## config.mk

```make
export PLATFORM = sky130hd
export DESIGN_NAME = cpwm_trip
export DESIGN_NICKNAME = d
export VERILOG_FILES = /design/src/rtl/cpwm_pkg.sv /design/src/rtl/cpwm_regs.sv /design/src/rtl/cpwm_base.sv /design/src/rtl/cpwm_dead.sv /design/src/rtl/cpwm_guard.sv /design/src/rtl/cpwm_trip.sv
export SDC_FILE = /design/constraint.sdc
export NUM_CORES = 1
export LEC_CHECK = 0
export ABC_AREA = 1
export BUFFER_PORTS_ARGS = -buffer_cell sky130_fd_sc_hd__buf_2
export CAP_MARGIN = 20
export CORE_MARGIN = 4
export CORE_UTILIZATION = 40
export DETAILED_ROUTE_END_ITERATION = 6
export GPL_ROUTABILITY_DRIVEN = 0
export GPL_TIMING_DRIVEN = 0
export PLACE_DENSITY = 0.57
export SLEW_MARGIN = 20
export SYNTH_ARGS = -nofsm -noshare
export SYNTH_HDL_FRONTEND = slang
export SYNTH_SLANG_ARGS = --single-unit
export TNS_END_PERCENT = 20
```

## constraint.sdc

```tcl
create_clock -name clk -period 3.45 [get_ports clk]
set_input_delay 0.345 -clock clk [delete_from_list [all_inputs] [get_ports clk]]
set_output_delay 0.345 -clock clk [all_outputs]
set_load 0.005 [all_outputs]
```

## src/rtl/cpwm_pkg.sv

```systemverilog
package cpwm_pkg;
  localparam int CNT_W  = 16;
  localparam int DEAD_W = 4;

  localparam int A_CTRL  = 0;
  localparam int A_SHAPE = 1;
  localparam int A_TRIP  = 2;
  localparam int A_STAT  = 3;
  localparam int A_PLO   = 4;
  localparam int A_PHI   = 5;
  localparam int CH_BASE = 8;

  typedef struct packed {
    logic [3:0]        gen_en;
    logic              pair_en;
    logic              trip_en;
    logic              master;
    logic              multi;
    logic [1:0]        cmb_c;
    logic [1:0]        cmb_t;
    logic [DEAD_W-1:0] dead;
    logic              irq_en;
    logic              tri_sel;
    logic              lvl_c;
    logic              lvl_t;
    logic [3:0]        trip_mask;
  } cpwm_cfg_t;

  function automatic logic cpwm_pair(input logic [1:0] mode, input logic self_v,
                                     input logic mate_v, input logic even);
    logic r;
    case (mode)
      2'd0:    r = self_v;
      2'd1:    r = self_v & mate_v;
      2'd2:    r = self_v | mate_v;
      default: r = even ? (self_v & mate_v) : (self_v | mate_v);
    endcase
    return r;
  endfunction
endpackage

```

## src/rtl/cpwm_regs.sv

```systemverilog
module cpwm_regs import cpwm_pkg::*; #(
  parameter int NCH = 4,
  parameter int AW  = 5
) (
  input  logic                      clk,
  input  logic                      rst,
  input  logic                      wr_en,
  input  logic [AW-1:0]             wr_addr,
  input  logic [7:0]                wr_data,
  input  logic [AW-1:0]             rd_addr,
  input  logic                      flag_i,
  output cpwm_cfg_t                 cfg_o,
  output logic [CNT_W-1:0]          period_o,
  output logic [NCH-1:0][CNT_W-1:0] rise_o,
  output logic [NCH-1:0][CNT_W-1:0] fall_o,
  output logic                      clr_o,
  output logic [7:0]                rd_data_o
);
  logic [7:0] ctrl_q, shape_q, trip_q;
  logic [CNT_W-1:0] period_q;
  logic [NCH-1:0][CNT_W-1:0] rise_q, fall_q;
  logic [7:0] rd_n;

  always_ff @(posedge clk) begin
    if (rst) begin
      ctrl_q   <= '0;
      shape_q  <= '0;
      trip_q   <= '0;
      period_q <= '0;
      rise_q   <= '0;
      fall_q   <= '0;
    end else if (wr_en) begin
      if (wr_addr == AW'(A_CTRL))  ctrl_q  <= wr_data;
      if (wr_addr == AW'(A_SHAPE)) shape_q <= wr_data;
      if (wr_addr == AW'(A_TRIP))  trip_q  <= wr_data;
      if (wr_addr == AW'(A_PLO))   period_q[7:0]  <= wr_data;
      if (wr_addr == AW'(A_PHI))   period_q[15:8] <= wr_data;
      for (int i = 0; i < NCH; i++) begin
        if (wr_addr == AW'(CH_BASE + 4*i))     rise_q[i][7:0]  <= wr_data;
        if (wr_addr == AW'(CH_BASE + 4*i + 1)) rise_q[i][15:8] <= wr_data;
        if (wr_addr == AW'(CH_BASE + 4*i + 2)) fall_q[i][7:0]  <= wr_data;
        if (wr_addr == AW'(CH_BASE + 4*i + 3)) fall_q[i][15:8] <= wr_data;
      end
    end
  end

  always_comb begin
    rd_n = '0;
    if (rd_addr == AW'(A_CTRL))  rd_n = ctrl_q;
    if (rd_addr == AW'(A_SHAPE)) rd_n = shape_q;
    if (rd_addr == AW'(A_TRIP))  rd_n = trip_q;
    if (rd_addr == AW'(A_STAT))  rd_n = {7'd0, flag_i};
    if (rd_addr == AW'(A_PLO))   rd_n = period_q[7:0];
    if (rd_addr == AW'(A_PHI))   rd_n = period_q[15:8];
    for (int i = 0; i < NCH; i++) begin
      if (rd_addr == AW'(CH_BASE + 4*i))     rd_n = rise_q[i][7:0];
      if (rd_addr == AW'(CH_BASE + 4*i + 1)) rd_n = rise_q[i][15:8];
      if (rd_addr == AW'(CH_BASE + 4*i + 2)) rd_n = fall_q[i][7:0];
      if (rd_addr == AW'(CH_BASE + 4*i + 3)) rd_n = fall_q[i][15:8];
    end
  end

  always_ff @(posedge clk) begin
    if (rst) rd_data_o <= '0;
    else     rd_data_o <= rd_n;
  end

  assign cfg_o    = {ctrl_q, shape_q, trip_q};
  assign period_o = period_q;
  assign rise_o   = rise_q;
  assign fall_o   = fall_q;
  assign clr_o    = wr_en && (wr_addr == AW'(A_STAT)) && wr_data[0];
endmodule

```

## src/rtl/cpwm_base.sv

```systemverilog
module cpwm_base import cpwm_pkg::*; (
  input  logic             clk,
  input  logic             rst,
  input  logic             run_i,
  input  logic [CNT_W-1:0] period_i,
  output logic [CNT_W-1:0] cnt_o
);
  always_ff @(posedge clk) begin
    if (rst || !run_i)          cnt_o <= '0;
    else if (cnt_o >= period_i) cnt_o <= '0;
    else                        cnt_o <= cnt_o + 1'b1;
  end

  // wrap at the period end
  p_wrap_r2: assert property (@(posedge clk) disable iff (rst)
    (run_i && cnt_o >= period_i) |=> (cnt_o == '0));
  // held at zero when stopped
  p_hold_r2: assert property (@(posedge clk) disable iff (rst)
    !run_i |=> (cnt_o == '0));
endmodule

```

## src/rtl/cpwm_dead.sv

```systemverilog
module cpwm_dead #(
  parameter int DW = 4
) (
  input  logic          clk,
  input  logic          rst,
  input  logic          raw_i,
  input  logic [DW-1:0] dead_i,
  output logic          hi_o,
  output logic          lo_o
);
  logic          lvl_q;
  logic [DW-1:0] run_q;

  always_ff @(posedge clk) begin
    if (rst) begin
      lvl_q <= 1'b0;
      run_q <= '0;
    end else if (raw_i != lvl_q) begin
      lvl_q <= raw_i;
      run_q <= '0;
    end else if (run_q != {DW{1'b1}}) begin
      run_q <= run_q + 1'b1;
    end
  end

  assign hi_o = lvl_q  && (run_q >= dead_i);
  assign lo_o = !lvl_q && (run_q >= dead_i);
endmodule

```

## src/rtl/cpwm_guard.sv

```systemverilog
module cpwm_guard #(
  parameter int NTR = 4
) (
  input  logic           clk,
  input  logic           rst,
  input  logic [NTR-1:0] trip_i,
  input  logic [NTR-1:0] mask_i,
  input  logic           en_i,
  input  logic           clr_i,
  output logic           hit_o,
  output logic           flag_o
);
  assign hit_o = en_i && |(trip_i & mask_i);

  always_ff @(posedge clk) begin
    if (rst) flag_o <= 1'b0;
    else     flag_o <= (flag_o && !clr_i) || hit_o;
  end

  // flag holds until cleared
  p_sticky_r11: assert property (@(posedge clk) disable iff (rst)
    (flag_o && !clr_i) |=> flag_o);
  // a qualifying trip always latches
  p_set_r10: assert property (@(posedge clk) disable iff (rst)
    hit_o |=> flag_o);
endmodule

```

## src/rtl/cpwm_trip.sv

```systemverilog
module cpwm_trip import cpwm_pkg::*; #(
  parameter int NCH = 4,
  parameter int AW  = 5
) (
  input  logic           clk,
  input  logic           rst,
  input  logic           wr_en,
  input  logic [AW-1:0]  wr_addr,
  input  logic [7:0]     wr_data,
  input  logic [AW-1:0]  rd_addr,
  output logic [7:0]     rd_data,
  input  logic [NCH-1:0] trip_i,
  output logic [NCH-1:0] pwm_o,
  output logic [NCH-1:0] pwmn_o,
  output logic           irq_o
);
  cpwm_cfg_t                 cfg;
  logic [CNT_W-1:0]          period, cnt;
  logic [NCH-1:0][CNT_W-1:0] rise, fall;
  logic                      clr, flag, hit, trip_force;
  logic [NCH-1:0]            raw, t_g, c_g, active, tm, cm, mt, mc;

  cpwm_regs #(.NCH(NCH), .AW(AW)) u_regs (
    .clk(clk), .rst(rst), .wr_en(wr_en), .wr_addr(wr_addr), .wr_data(wr_data),
    .rd_addr(rd_addr), .flag_i(flag), .cfg_o(cfg), .period_o(period),
    .rise_o(rise), .fall_o(fall), .clr_o(clr), .rd_data_o(rd_data));

  cpwm_base u_base (
    .clk(clk), .rst(rst), .run_i(cfg.pair_en), .period_i(period), .cnt_o(cnt));

  cpwm_guard #(.NTR(NCH)) u_guard (
    .clk(clk), .rst(rst), .trip_i(trip_i), .mask_i(cfg.trip_mask[NCH-1:0]),
    .en_i(cfg.trip_en), .clr_i(clr), .hit_o(hit), .flag_o(flag));

  for (genvar g = 0; g < NCH; g++) begin : g_ch
    localparam int PG = g ^ 1;
    logic [CNT_W-1:0] r_sel, f_sel;
    assign r_sel     = cfg.master ? rise[0] : rise[g];
    assign f_sel     = cfg.master ? fall[0] : fall[g];
    assign raw[g]    = (cnt >= r_sel) && (cnt < f_sel);
    assign active[g] = cfg.gen_en[g] && (cfg.multi || (g == 0));

    cpwm_dead #(.DW(DEAD_W)) u_dead (
      .clk(clk), .rst(rst), .raw_i(raw[g]), .dead_i(cfg.dead),
      .hi_o(t_g[g]), .lo_o(c_g[g]));

    assign tm[g] = t_g[g] & active[g];
    assign cm[g] = c_g[g] & active[g];
    assign mt[g] = cpwm_pair(cfg.cmb_t, tm[g], tm[PG], (g % 2) == 0);
    assign mc[g] = cpwm_pair(cfg.cmb_c, cm[g], cm[PG], (g % 2) == 0);
  end

  assign trip_force = flag || hit;

  always_ff @(posedge clk) begin
    if (rst) begin
      pwm_o  <= '0;
      pwmn_o <= '0;
    end else if (trip_force) begin
      pwm_o  <= cfg.tri_sel ? {NCH{cfg.lvl_t}} : '0;
      pwmn_o <= cfg.tri_sel ? {NCH{cfg.lvl_c}} : '0;
    end else if (!cfg.pair_en) begin
      pwm_o  <= '0;
      pwmn_o <= '0;
    end else begin
      pwm_o  <= mt;
      pwmn_o <= mc;
    end
  end

  assign irq_o = flag && cfg.irq_en;

  logic tri_sel, lvl_t, lvl_c, pair_en;
  logic [1:0] cmb_t, cmb_c;
  assign tri_sel = cfg.tri_sel;
  assign lvl_t   = cfg.lvl_t;
  assign lvl_c   = cfg.lvl_c;
  assign pair_en = cfg.pair_en;
  assign cmb_t   = cfg.cmb_t;
  assign cmb_c   = cfg.cmb_c;

  // forced levels follow a trip
  p_trip_levels_r10: assert property (@(posedge clk) disable iff (rst)
    trip_force |=> (pwm_o == ($past(tri_sel) ? {NCH{$past(lvl_t)}} : '0)) &&
                   (pwmn_o == ($past(tri_sel) ? {NCH{$past(lvl_c)}} : '0)));
  // pair enable off silences everything
  p_pair_off_r9: assert property (@(posedge clk) disable iff (rst)
    (!pair_en && !trip_force) |=> (pwm_o == '0) && (pwmn_o == '0));
  // no overlap of a pair without combining
  p_no_overlap_r5: assert property (@(posedge clk) disable iff (rst)
    (cmb_t == 2'd0 && cmb_c == 2'd0 && !trip_force) |=> ((pwm_o & pwmn_o) == '0));
endmodule

```

Yosys cells after proc, flatten, opt, wreduce, memory -nomap -nowiden
Cells that the tools add are included.

Word-level logic and storage cells: 225. Output and inout port bits: 17. Flip-flop bits (word level): 221.

$lt $le $gt $ge: 13. Add/subtract/negate cells: 5. Eq/ne operators: 54. Reduce and logical (&&, ||, !) cells: 60. Mux-type cells: 42. Bitwise gates (word level): 17.

Operators by type and width (number): 8-bit 2-to-1 mux (22); 16-bit 2-to-1 mux (6); 5-bit by 4-bit == test with 1-bit output (second input constant) (16); 5-bit == test (second input constant) (16); 16-bit greater-or-equal comparator (5); 16-bit < comparator (4); 2-bit AND reduction (21); 4-bit 2-to-1 mux (6); 5-bit by 2-bit == test with 1-bit output (second input constant) (4); 5-bit by 3-bit == test with 1-bit output (second input constant) (4); 1-bit logical AND (20); 16-bit by 1-bit adder with 16-bit output (second input constant) (1); 4-bit by 1-bit adder with 4-bit output (second input constant) (4); 4-bit greater-or-equal comparator (4); 4-bit inequality test (second input constant) (4); 1-bit one-hot mux with 2 select lines (8); 1-bit AND (12); 5-bit by 1-bit == test with 1-bit output (second input constant) (2); 5-bit logical NOT (2); 2-bit OR reduction (5); 1-bit logical NOT (6); 4-bit AND (1); 2-bit by 1-bit == test with 1-bit output (second input constant) (2); 2-bit == test (second input constant) (2); 5 further kinds (14).

Depth between registers and ports, before layout
Depth in word-level cells: 23. Depth in mapped cells: 18.

Modules after synthesis
A second synthesis with hierarchy kept.

Cells, all modules: 2212. Area, all modules: 14542.7 um^2.

By module, submodules not included: cpwm_regs (cells an instance 1138, seq. area each 3523.4 um^2, instances 1, area each 7727.4 um^2); cpwm_trip (cells an instance 667, seq. area each 160.2 um^2, instances 1, area each 4078.9 um^2); cpwm_dead (cells an instance 55, seq. area each 100.1 um^2, instances 4, area each 366.6 um^2); cpwm_base (cells an instance 175, seq. area each 320.3 um^2, instances 1, area each 1198.6 um^2); cpwm_guard (cells an instance 12, seq. area each 20.0 um^2, instances 1, area each 71.3 um^2).

Worst setup path before layout
OpenSTA, ideal clock, no wires.

Path type: register to register. From: register u_regs.ctrl_q[1]. To: register g_ch[2].u_dead.run_q[0]. Slack: 0.898 ns. Cell stages (with the launch flop): 14. Setup time: 0.128 ns. Period minus slack after synthesis: 2.552 ns. Data required time: 3.322 ns. Data arrival time: 2.424 ns. Cells stage by stage: dfxtp_1 -> buf_4 -> inv_1 -> clkbuf_1 -> clkbuf_1 -> a21oi_1 -> ha_1 -> a21oi_1 -> nor2_1 -> a211oi_1 -> o221a_2 -> nand3_1 -> o21ai_0 -> nor2_1.

Longest elaborated chain between the ends: 5. Elaborated cells between the ends (all ways): 7. Classes of those cells: order compare (2); eq/ne (1); mux (2); reduce/logical (2).

RTL lines: start, declared (line cpwm_regs.sv:19) `logic [7:0] ctrl_q, shape_q, trip_q;`; start signal, assigned (line cpwm_regs.sv:33) `if (wr_addr == AW'(A_CTRL)) ctrl_q <= wr_data;`; 16-bit 2-to-1 mux (on tied branches) (line cpwm_trip.sv:38, cpwm_trip.sv:39); 16-bit greater-or-equal comparator or 16-bit < comparator (tied branches) (line cpwm_trip.sv:40) `assign raw[g] = (cnt >= r_sel) && (cnt < f_sel);`; 1-bit logical AND (*) (line cpwm_trip.sv:40); 1-bit inequality test (*) (line cpwm_dead.sv:18) `end else if (raw_i != lvl_q) begin`; 2-bit OR reduction (no source line) (*); end signal, assigned (line cpwm_dead.sv:22) `run_q <= run_q + 1'b1;`; end, declared (line cpwm_dead.sv:12) `logic [DW-1:0] run_q;`.

Mark *: on every way between the ends. The rest lies on a longest branch, timed or not. A chain may end at the register's enable or synchronous reset.

Worst setup path in the final report
From: register u_regs.ctrl_q[1]. To: register g_ch[1].u_dead.run_q[3].

Longest elaborated chain between the ends: 5. Elaborated cells between the ends (all ways): 7. Classes of those cells: order compare (2); eq/ne (1); mux (2); reduce/logical (2).

RTL lines (line): 16-bit 2-to-1 mux (on tied branches) (cpwm_trip.sv:38, cpwm_trip.sv:39); 16-bit greater-or-equal comparator or 16-bit < comparator (tied branches) (cpwm_trip.sv:40); 1-bit logical AND (*) (cpwm_trip.sv:40); 1-bit inequality test (*) (cpwm_dead.sv:18); 2-bit OR reduction (no source line) (*); end signal, assigned (cpwm_dead.sv:22); end, declared (cpwm_dead.sv:12).

Marks and branches as above.

==> out/metrics.yaml <==
min_period_ps: 3380
io_buffers: 41
hold_class: "primary input to register"
finalMaxSlewViolations: 0
numCtsBuffers: 27
yosysSeqAreaShare_pct: 32.2
cp_max_fo: 13
cp-end-kind: "register"
path_clk_slew_ps: 70
fmax_mhz: 296
whs_ps: 146
io_pins: 42
r2r_start: "u_regs.ctrl_q[1]"
start_util_pct: 40.8
power_frac_comb_pct: 8.8
grt_start_max_net_pins: 14
synthCells: 1977
yosysWarnings: 0
ant_nets: 0
cp-start-kind: "register"
finalWorstSetupSlack_ps: 74.8
cts_root_buffer: "clkbuf_16"
tightestPinTransition_ps: 1210
final_layout_size_suffix_gt1_share_pct: 6.68
yosys.area.top_type: "dfxtp_1"
core_um2: 33700
cts_tree: "yes"
hpwl_um: 41800
drt_iter0_drc: 1519
crit_end: "g_ch[1].u_dead.run_q[3]"
synth_top_area_share_pct: 32.2
routed_via_density: 5.76
clock_skew_ps: 18.3
grt_antenna_before_repair: 0
n_fill_cell: 3494
antenna_cells: 0
wl_um: 56300
p_clk_share_pct: 49.4
irDropWorstVdd_mv: 0.338
hold_violations: 0
clock_path_buffers: 3
cp.arrival_ps: 3850
cp.required_ps: 3920
ctsHtreeMaxLevel: 1
ys_types: 42
finalSetupViolCount: 0
grt_pass1_vias: 13275
rows: 67
synth.area.top_cells: "dfxtp_1 (32%), ha_1 (15%), a21oi_1 (12%)"
maxCapViolations: 0
post-place-ws_ps: -441
insertion_delay_ps: 550
p_leak_nw: 6.59
ys_seq_elements: 221
grt_pass1_wl_um: 82100
critPathKind: "register to register"
power.density_nw_per_um2: 410
grt-ovfl-total: 0
fin_nets: 2232
clock-sinks: 221
holdPathStages: 3
syn_area_um2: 13700
p_int_mw: 4.71
r2r-end: "g_ch[1].u_dead.run_q[3]"
grtUsageTotal_pct: 28.6
hold_buffers: 0
slew_headroom_pct: 19.5
num_vias: 14488
drc: 0
critPathLaunch: "u_regs.ctrl_q[1]"
syn_nets: 2163
r2r_slack_ps: 70
die_x_um: 193
die_h_um: 193
avgSynthCellArea_um2: 6.95
outcome: "completed"
pwr-share-seq_pct: 41.7
die-area_um2: 37400
sw_frac_of_total_pct: 25.9
switching_power_mw: 1.65
reg2reg_depth: 15
firstDrtPassIters: 6
rsz0062_at_grt: "yes"
post_drt_wl_per_cell_um: 22.4
syn2layout_area_growth_pct: 12.9
fin_crit_sh_pct: 97.8
Yosys cell counts, drive strengths merged:
cell / number
o211ai: 10
dfxtp: 221
o21a: 8
o22ai: 1
nor2: 238
o2111ai: 4
o221a: 1
nor4: 1
or2: 2
a211oi: 6
nand3: 99
o21ai: 187
nor3b: 3
nand3b: 1
a41oi: 1
nand2: 309
a21oi: 316
xnor2: 2
inv: 238
clkinv: 2
a211o: 1
o31ai: 1
o221ai: 2
buf: 3
mux2i: 5
ha: 161
xor2: 13
nor3: 25
a22o: 2
nand4: 46
and3: 1
clkbuf: 67
per-layer routing:
metal  part of all wire [%]  global-route usage (%)  up-vias  routed length (µm)
li1                       -                       -     6792                   -
met1                     42                    39.0     6819               23900
met2                     42                    44.0      724               23700
met3                     10                    6.35      153                5860
met4                    5.0                    11.5        0                2800
met5                      0                       0        -                   0
flip-flops by register name, summed over array words and instances (netlist names), 8 cells and up:
register,flops
u_regs.shape_q,8
u_regs.ctrl_q,8
u_base.cnt_o,16
u_regs.trip_q,8
g_ch.u_dead.run_q,16
u_regs.period_o,16
u_regs.rd_data_o,8
u_regs.rise_o,64
u_regs.fall_o,64
worst max-delay path: stages, from the launching register on:
cell	delay (ps)
dfxtp_1	300
buf_4	180
inv_1	390
clkbuf_2	330
a21oi_1	110
ha_1	310
nand2_1	60
inv_1	60
nand3_1	90
nor3_1	240
nand2_1	80
nand3_1	200
o2111ai_2	390
a21oi_1	290
o21ai_2	110
a21oi_1	130
cell usage in the layout, fill, tap and decap left out, types with 3 or more instances in the layout:
| cell type | Yosys | final |
|---|---|---|
| nand3_1 | 98 | 98 |
| dfxtp_1 | 221 | 221 |
| nor3_1 | 21 | 21 |
| clkbuf_1 | 67 | 64 |
| nand4_1 | 46 | 46 |
| clkbuf_2 | 0 | 6 |
| nor3b_1 | 3 | 3 |
| nand2_2 | 5 | 5 |
| nor2_1 | 221 | 221 |
| inv_2 | 6 | 6 |
| o21a_1 | 8 | 8 |
| bufinv_16 | 0 | 4 |
| o21ai_0 | 180 | 178 |
| nor2_2 | 10 | 10 |
| mux2i_1 | 5 | 5 |
| xor2_1 | 13 | 13 |
| o21ai_1 | 7 | 7 |
| clkbuf_8 | 0 | 10 |
| a211oi_1 | 6 | 6 |
| a21oi_1 | 316 | 316 |
| nand2_1 | 303 | 303 |
| nor2_4 | 7 | 7 |
| ha_1 | 161 | 161 |
| inv_1 | 231 | 231 |
| buf_2 | 2 | 43 |
| nor3_2 | 4 | 4 |
| o211ai_1 | 10 | 10 |
| clkbuf_16 | 0 | 27 |
layout make-up:
class	count	area [µm²]	share of cell area, %
repair buffers	41	205	1.32
multi-input cells	1446	8170	52.6
clock inverters	9	154	0.992
inverters	240	906	5.84
well taps	448	561	3.61
flip-flops and latches	221	4420	28.5
clock buffers	41	828	5.34
plain buffers	69	273	1.76
cells by family (layout without fill, tap and decap cells):
family	after synthesis	in the layout	share of synthesized area [%]
AOI/OAI and AO/OA	540	540	20.4
xor gates and xnor gates	15	15	0.956
adders and majority gates	161	161	14.7
buffers and inverters	310	400	8.55
DFF	221	221	32.2
muxes	5	5	0.364
and+or+nand+nor	725	725	22.8
power by group through the flow:
stage	logic [mW]	clock network (mW)	registers (mW)
after global routing	0.619	3.27	2.66
after global placement	0.530	0	2.71
after detailed placement	0.541	0	2.71
after floorplan	0.334	0	2.69
after CTS	0.547	3.16	2.65
final	0.561	3.14	2.65
through the flow:
step / total power [mW] / utilization [%] / instances / setup TNS [ps] / cell area (µm²)
floorplan: 3.02 / - / 1977 / 0 / 13700
global placement: 3.24 / 43.1 / 2466 / -3360 / 14500
detailed placement: 3.25 / 43.1 / 2466 / -3890 / 14500
CTS: 6.36 / 46.0 / 2515 / 0 / 15500
global route: 6.55 / 46.0 / 2515 / -1150 / 15500
finish: 6.36 / 46.0 / 2515 / 0 / 15500
how the worst min path moves through the flow:
| stage | start | to | slack [ps] |
|---|---|---|---|
| floorplan | u_regs.fall_o[63] | u_regs.fall_o[63] | 430 |
| detailed placement | u_regs.rise_o[16] | u_regs.rise_o[16] | 460 |
| global placement | u_regs.rise_o[30] | u_regs.rise_o[30] | 460 |
| finish | wr_data[3] | u_regs.fall_o[59] | 150 |
| CTS | wr_data[7] | u_regs.shape_q[7] | 140 |
| global route | wr_data[7] | u_regs.shape_q[7] | 140 |
what timing repair did:
| action | in CTS | in global routing |
|---|---|---|
| setup buffers | 0 | 0 |
| setup endpoints to repair | 13 | 16 |
| gates resized for setup | 7 | 6 |
No activity file was read; power rests on OpenSTA's default activity.
